File: src/rtl/spim_pkg.sv
`timescale 1ns/1ps
package spim_pkg;
    localparam int FRAME_W = 8;
    localparam int BC_W    = $clog2(FRAME_W);
    localparam int REG_W   = 16;
    localparam int DIV_W   = 8;

    typedef enum logic [1:0] {
        A_CTRL = 2'd0,
        A_TXD  = 2'd1,
        A_RXD  = 2'd2,
        A_STAT = 2'd3
    } addr_e;

    typedef struct packed {
        logic [DIV_W-1:0] half_div;
        logic [1:0]       spare;
        logic             ovr_ie;
        logic             tc_ie;
        logic             cs_level;
        logic             cs_manual;
        logic             lsb_first;
        logic             fifo_en;
    } ctrl_t;

    typedef enum logic [1:0] {
        ST_IDLE,
        ST_LOW,
        ST_HIGH,
        ST_TRAIL
    } eng_st_e;

    // Position inside the frame of the n-th bit on the wire
    function automatic logic [BC_W-1:0] bit_slot(input logic lsb, input logic [BC_W-1:0] n);
        return lsb ? n : (BC_W'(FRAME_W - 1) - n);
    endfunction
endpackage

File: src/rtl/spim_fifo.sv
`timescale 1ns/1ps
module spim_fifo #(
    parameter int W     = 8,
    parameter int DEPTH = 8,
    localparam int AW   = (DEPTH > 1) ? $clog2(DEPTH) : 1,
    localparam int CW   = $clog2(DEPTH + 1)
) (
    input  logic          clk,
    input  logic          rst,
    input  logic [CW-1:0] cap,
    input  logic          push,
    input  logic [W-1:0]  din,
    input  logic          pop,
    output logic [W-1:0]  dout,
    output logic          full,
    output logic          empty
);
    logic [W-1:0]  mem [DEPTH];
    logic [AW-1:0] wp, rp;
    logic [CW-1:0] cnt;
    logic          do_push, do_pop;

    // Capacity is DEPTH in queue mode and 1 in single-buffer mode
    assign full    = (cnt >= cap);
    assign empty   = (cnt == '0);
    assign do_push = push && !full;
    assign do_pop  = pop && !empty;
    assign dout    = mem[rp];

    function automatic logic [AW-1:0] step(input logic [AW-1:0] p);
        return (p == AW'(DEPTH - 1)) ? '0 : p + AW'(1);
    endfunction

    always_ff @(posedge clk) begin
        if (do_push) mem[wp] <= din;
    end

    always_ff @(posedge clk) begin
        if (rst) begin
            wp  <= '0;
            rp  <= '0;
            cnt <= '0;
        end else begin
            if (do_push) wp <= step(wp);
            if (do_pop)  rp <= step(rp);
            cnt <= cnt + CW'(do_push) - CW'(do_pop);
        end
    end

    // a write into an occupied store without a pop leaves the fill unchanged
    a_r2_drop_when_full: assert property (@(posedge clk) disable iff (rst)
        (push && full && !pop) |=> (cnt == $past(cnt)));

    // the fill level never exceeds the physical depth
    a_r1_depth_bound: assert property (@(posedge clk) disable iff (rst)
        cnt <= CW'(DEPTH));
endmodule

File: src/rtl/spim_engine.sv
`timescale 1ns/1ps
module spim_engine
    import spim_pkg::*;
(
    input  logic               clk,
    input  logic               rst,
    input  logic [DIV_W-1:0]   half_div,
    input  logic               lsb_first,
    input  logic               cs_manual,
    input  logic               cs_level,
    input  logic               tx_avail,
    input  logic [FRAME_W-1:0] tx_byte,
    output logic               tx_take,
    output logic               rx_valid,
    output logic [FRAME_W-1:0] rx_byte,
    output logic               busy,
    output logic               sck,
    output logic               mosi,
    output logic               cs_n,
    input  logic               miso
);
    eng_st_e            st;
    logic [DIV_W-1:0]   hcnt;
    logic [BC_W-1:0]    bitn;
    logic [FRAME_W-1:0] sh, rxb;
    logic               sck_q;
    logic               hdone, last;

    assign hdone    = (hcnt == half_div);
    assign last     = (bitn == BC_W'(FRAME_W - 1));
    assign rx_valid = (st == ST_HIGH) && hdone && last;
    assign tx_take  = tx_avail && ((st == ST_IDLE) || rx_valid);
    assign rx_byte  = rxb;
    assign busy     = (st != ST_IDLE);
    assign sck      = sck_q;
    assign mosi     = sh[bit_slot(lsb_first, bitn)];
    assign cs_n     = cs_manual ? cs_level : !busy;

    always_ff @(posedge clk) begin
        if (rst) begin
            st    <= ST_IDLE;
            hcnt  <= '0;
            bitn  <= '0;
            sh    <= '0;
            rxb   <= '0;
            sck_q <= 1'b0;
        end else begin
            case (st)
                ST_IDLE: begin
                    sck_q <= 1'b0;
                    hcnt  <= '0;
                    if (tx_avail) begin
                        sh   <= tx_byte;
                        bitn <= '0;
                        st   <= ST_LOW;
                    end
                end
                ST_LOW: begin
                    if (hdone) begin
                        hcnt  <= '0;
                        sck_q <= 1'b1;
                        rxb[bit_slot(lsb_first, bitn)] <= miso;
                        st    <= ST_HIGH;
                    end else begin
                        hcnt <= hcnt + DIV_W'(1);
                    end
                end
                ST_HIGH: begin
                    if (hdone) begin
                        hcnt  <= '0;
                        sck_q <= 1'b0;
                        if (last) begin
                            if (tx_avail) begin
                                sh   <= tx_byte;
                                bitn <= '0;
                                st   <= ST_LOW;
                            end else begin
                                st <= ST_TRAIL;
                            end
                        end else begin
                            bitn <= bitn + BC_W'(1);
                            st   <= ST_LOW;
                        end
                    end else begin
                        hcnt <= hcnt + DIV_W'(1);
                    end
                end
                default: begin
                    if (hdone) begin
                        hcnt <= '0;
                        st   <= ST_IDLE;
                    end else begin
                        hcnt <= hcnt + DIV_W'(1);
                    end
                end
            endcase
        end
    end

    // the serial clock is low whenever the shifter is idle
    a_r9_idle_low: assert property (@(posedge clk) disable iff (rst)
        (st == ST_IDLE) |-> !sck_q);

    // output data holds through every high phase
    a_r9_mosi_hold: assert property (@(posedge clk) disable iff (rst)
        (sck_q && $past(sck_q)) |-> $stable(mosi));
endmodule

File: src/rtl/spim_ctl.sv
`timescale 1ns/1ps
module spim_ctl
    import spim_pkg::*;
#(
    parameter int FIFO_DEPTH = 8,
    localparam int CW        = $clog2(FIFO_DEPTH + 1)
) (
    input  logic             clk,
    input  logic             rst,
    input  logic             bus_wr,
    input  logic             bus_rd,
    input  logic [1:0]       bus_addr,
    input  logic [REG_W-1:0] bus_wdata,
    output logic [REG_W-1:0] bus_rdata,
    output logic             sck,
    output logic             mosi,
    output logic             cs_n,
    input  logic             miso,
    output logic             irq_tc,
    output logic             irq_ovr,
    output logic             dreq_tx,
    output logic             dreq_rx
);
    ctrl_t              ctrl;
    logic               ovr_q, ovr_clr;
    logic [CW-1:0]      cap;
    logic               tx_full, tx_empty, rx_full, rx_empty;
    logic [FRAME_W-1:0] tx_head, rx_head, rx_byte;
    logic               tx_take, rx_valid, busy, tc;

    assign cap     = ctrl.fifo_en ? CW'(FIFO_DEPTH) : CW'(1);
    assign ovr_clr = bus_wr && (bus_addr == A_STAT) && bus_wdata[5];
    assign tc      = !busy && tx_empty;

    always_ff @(posedge clk) begin
        if (rst) begin
            ctrl  <= '0;
            ovr_q <= 1'b0;
        end else begin
            if (bus_wr && (bus_addr == A_CTRL)) ctrl <= ctrl_t'(bus_wdata);
            if (rx_valid && rx_full)            ovr_q <= 1'b1;
            else if (ovr_clr)                   ovr_q <= 1'b0;
        end
    end

    spim_fifo #(.W(FRAME_W), .DEPTH(FIFO_DEPTH)) u_txq (
        .clk   (clk),
        .rst   (rst),
        .cap   (cap),
        .push  (bus_wr && (bus_addr == A_TXD)),
        .din   (bus_wdata[FRAME_W-1:0]),
        .pop   (tx_take),
        .dout  (tx_head),
        .full  (tx_full),
        .empty (tx_empty)
    );

    spim_fifo #(.W(FRAME_W), .DEPTH(FIFO_DEPTH)) u_rxq (
        .clk   (clk),
        .rst   (rst),
        .cap   (cap),
        .push  (rx_valid),
        .din   (rx_byte),
        .pop   (bus_rd && (bus_addr == A_RXD)),
        .dout  (rx_head),
        .full  (rx_full),
        .empty (rx_empty)
    );

    spim_engine u_eng (
        .clk       (clk),
        .rst       (rst),
        .half_div  (ctrl.half_div),
        .lsb_first (ctrl.lsb_first),
        .cs_manual (ctrl.cs_manual),
        .cs_level  (ctrl.cs_level),
        .tx_avail  (!tx_empty),
        .tx_byte   (tx_head),
        .tx_take   (tx_take),
        .rx_valid  (rx_valid),
        .rx_byte   (rx_byte),
        .busy      (busy),
        .sck       (sck),
        .mosi      (mosi),
        .cs_n      (cs_n),
        .miso      (miso)
    );

    always_comb begin
        case (bus_addr)
            A_CTRL:  bus_rdata = REG_W'(ctrl);
            A_RXD:   bus_rdata = REG_W'(rx_head);
            A_STAT:  bus_rdata = REG_W'({ovr_q, tc, rx_full, rx_empty, tx_full, tx_empty});
            default: bus_rdata = '0;
        endcase
    end

    assign irq_tc  = tc && ctrl.tc_ie;
    assign irq_ovr = ovr_q && ctrl.ovr_ie;
    assign dreq_tx = !ctrl.fifo_en && !tx_full;
    assign dreq_rx = !ctrl.fifo_en && !rx_empty;

    // the overrun flag only falls through a status clear write
    a_r8_ovr_sticky: assert property (@(posedge clk) disable iff (rst)
        (ovr_q && !ovr_clr) |=> ovr_q);
endmodule

File: config.mk
export PLATFORM = sky130hd
export DESIGN_NAME = spim_ctl
export DESIGN_NICKNAME = d
export VERILOG_FILES = /design/src/rtl/spim_pkg.sv /design/src/rtl/spim_fifo.sv /design/src/rtl/spim_engine.sv /design/src/rtl/spim_ctl.sv
export SDC_FILE = /design/constraint.sdc
export NUM_CORES = 1
export LEC_CHECK = 0
export ABC_AREA = 1
export BUFFER_PORTS_ARGS = -buffer_cell sky130_fd_sc_hd__buf_2
export CORE_MARGIN = 1.5
export CORE_UTILIZATION = 50
export DETAILED_ROUTE_END_ITERATION = 16
export PLACE_DENSITY = 0.69
export RECOVER_POWER = 100
export SYNTH_ARGS = -nofsm -noshare
export SYNTH_HDL_FRONTEND = slang
export SYNTH_SLANG_ARGS = --single-unit
export TNS_END_PERCENT = 5
File: constraint.sdc
create_clock -name clk -period 2.8 [get_ports clk]
set_input_delay 0.56 -clock clk [delete_from_list [all_inputs] [get_ports clk]]
set_output_delay 0.56 -clock clk [all_outputs]
set_load 0.02 [all_outputs]
==> summary.md <==
| Metric | Value |
|---|---|
| CP startpoint kind | flip-flop |
| Htree depth | 1 |
| Synth Area per Inst | 9.67 µm² |
| Area leader, netlist | edfxtp_1 |
| Setup Viol. Count Final | 0 |
| Period utilization | 0.989 |
| Run status | complete, no violations |
| Post-Route WL | 19500 µm |
| Overall global routing resource usage | 0.213 |
| IO Pins | between 40 and 50 |
| Asr flop ratio synth | 0 |
| Vias in the first global route | 6215 |
| Buffers & Inverters on Critical Path | 3 |
| CP max stage cell | dfxtp_2 |
| Largest net degree at the start of global routing | 36 |
| Finished Core Util | 0.586 |
| CTS buffer count | 22 |
| CTS Hold Bufs | 0 |
| GPL Wtd Cong | 0.807 |
| Crit path required time | between 2 and 2.5 ns |
| Via count | 6596 |
| Initial DRC count | between 500 and 600 |
| Top cells by area, synth | edfxtp_1 43%, dfxtp_1 16%, o21ai_0 5.5%, nand2_1 5.3%, nor2_1 5.0% |
| Drt pass-1 iters | 5 |
| Top layer in use | met4 |
| Port bufs | between 40 and 50 |
| Placed cell areas | 9470 µm² |
| Share of cells above drive strength 1 | 0.108 |
| Max FO, Critical Path | 5 |
| Max clock buf depth | 3 |
| Routed length on met2 | 9520 µm |
| EDFF count, synth | 128 |
| Synthesis warning total | 0 |
| FP Rows | 48 |
| Share of the synthesized area in the top cell type | 0.429 |
| Die W | 137 µm |
| Mapped Area | 8950 µm² |
| Final #Nets | 1042 |
| Clock skew | around 0.0087 ns |
| CTS tree | built |
| CP Capture Type | output pin |
| CTS Sinks | 201 |
| Worst slew margin | 0.145 |
| Synth Flop Type | edfxtp_1 |
| VDD IR-drop max | 0.000575 V |
| Final Max Tran Viols | 0 |
| Core Region | 17400 µm² |
| Crit path DAT | 2.21 ns |
| Fin crit period | 2.77 ns |
| Power Density | roughly 850 nW/µm² |
| Cell chain of the critical path | clkinvlp_4 > buf_12 > o21ai_0 > o22ai_1 > o211ai_1 > nand3_1 > buf_2 |
| Post-synthesis sequential area ratio | 0.593 |
| Die H | 137 µm |
| Antenna Violating Nets Remaining | 0 |
| Kind of critical path | flip-flop to output pin |
| Final hold violation count | 0 |
| Max cap viols | 0 |
| Clk root buf | clkbuf_16 |
| Initial antenna violation count | 0 |
| Diode count | 0 |
| Worst min-delay path category | input port to flip-flop |
| Final Instance Area | between 10000 and 15000 µm² |
| Clock Latency Late Sink | 0.49 ns |
| LEAKAGE | between 3 and 4 nW |
| RSZ-0062 raised after global routing | true |
| Max Fclk | ~360 MHz |
| Metal1 wirelength | 8840 µm |
| Wire length on met3 | about 900 µm |
| Setup TNS | 0 ns |
| Syn_nets | 976 |
| Global-route wire length before repair | 31100 µm |
| Syn Inst Count | 926 |
| WL/cell | 15.8 µm |
| Drt via density | 5.35 |
| Crit path max-delay family | compound AO/OA/AOI/OAI gates |
| Pin slew with the least headroom to its limit | between 1 and 1.5 ns |
| FF+latch count, synth | 201 |
| Grt ovf | 0 |
| Clock slew at reported path FFs | 0.06 ns |
| DRC errors left | 0 |
| Netlist cell types | 41 |
| Crit-path max cell delay | roughly 0.40 ns |
| Die area | 18700 µm² |
| Initial Util | 0.514 |
| Layout area overhead | 14.1% |
| DP Wirelength | 12900 µm |
registers in the layout, summed over array words and instances, names as in the netlist, named ones only:
register,flops
u_eng.rx_byte,8
u_rxq.wp,3
ctrl,16
u_rxq.mem,64
ovr_q,1
u_eng.st,2
u_eng.sck,1
u_eng.bitn,3
u_eng.hcnt,8
u_rxq.cnt,4
u_txq.wp,3
u_eng.sh,8
u_txq.cnt,4
u_rxq.rp,3
u_txq.mem,64
u_txq.rp,3
area by class of cell:
cell class / count / area (µm²)
repair inverters: 1 / 7.51
inverters: 112 / 424
repair buffers: 78 / 405
fillers: 1510 / 7210
well taps: 225 / 282
multi-input cells: 576 / 2990
flip-flops and latches: 201 / 5310
clock inverters: 7 / 138
clock buffers: 33 / 653
report_power, final:
group	internal, mW	switching, mW
Clock	1.98	1.11
Combinational	0.715	1.34
Sequential	3.32	0.185
layer usage:
metal	track usage	vias to the layer above
met4	0.0526	0
li1	-	3286
met2	0.370	149
met3	0.0296	27
met1	0.282	3134
met5	0	-
tightest hold or removal path, stage by stage:
cell and delay (ns):
buf_2 0.07, o21ai_0 0.07, a21oi_1 0.10
kinds of logic after synthesis:
group | synth area share
AND/OR/NAND/NOR | 0.167
flip-flops | 0.593
AO/OA/AOI/OAI | 0.125
XOR/XNOR | 0.00685
buffers and inverters | 0.0691
adder cells (fa/ha/maj) | 0.0394
what timing repair did:
action                     CTS  global route
pin swaps                    0             3
buffers inserted             0             7
setup endpoints to repair    3             7
cloned                       0             1
resized for setup            0             4
worst paths after layout:
path / slack (ns) / cells past startpoint / to / startpoint
worst max-delay path: 0.03 / 7 / bus_rdata[1] / flip-flop
worst max register to register: 0.24 / 13 / u_rxq.cnt[2]$_SDFF_PP0_ / ctrl[0]$_SDFFE_PP0P_
worst min-delay path: 0.35 / 3 / ctrl[9]$_SDFFE_PP0P_ / bus_wdata[9]
worst min register to register: 0.48 / 2 / u_eng.sck$_SDFFE_PP0P_ / u_eng.sck$_SDFFE_PP0P_
cells in the final DEF (no fill, tap or decap), types with 7 or more instances in the layout:
master       n
edfxtp_1   128
nand2_1    127
nor2_1     123
inv_1      103
o21ai_0     99
dfxtp_1     71
a21oi_1     65
nand3_1     47
clkbuf_1    40
ha_1        25
clkbuf_16   23
buf_2       23
o211ai_1    15
buf_4       11
nand4_1     10
nor3_1       9
o221ai_1     9
nor2_2       8
inv_2        8
clkbuf_2     8
o22ai_1      7
Yosys cell counts (2+ instances only):
library cell  instances
nor3_1                9
xnor2_1               2
edfxtp_1            128
o21a_1                2
a211oi_1              2
ha_1                 25
nor3b_1               2
nand3_1              45
a21oi_1              64
nor2_2               10
o21ai_0              99
dfxtp_1              73
nand3_2               2
buf_2                11
xor2_1                5
buf_1                 2
buf_6                 5
o211ai_1             15
nor2_1              120
buf_4                 2
nand4_1              10
o221ai_1              9
inv_2                12
a21oi_2               2
nand2_1             127
nor2_4                3
o22ai_1               7
nand3b_1              2
fa_1                  2
inv_1               100
nand2_4               2
or2_2                 2
clkbuf_1             17
per-stage QoR:
step / setup WS [ns] / cells / hold WS [ns] / power (mW)
5_1_grt: -0.103 / 1233 / 0.345 / 9.12
4_1_cts: -0.0519 / 1225 / 0.339 / 8.70
6_report: 0.0318 / 1233 / 0.355 / 8.66
2_1_floorplan: 0.480 / 926 / 0.441 / 5.17
3_5_place_dp: 0.343 / 1185 / 0.463 / 5.62
3_3_place_gp: 0.416 / 1185 / 0.461 / 5.57
Note: power is estimated with default switching activity, not from simulation.
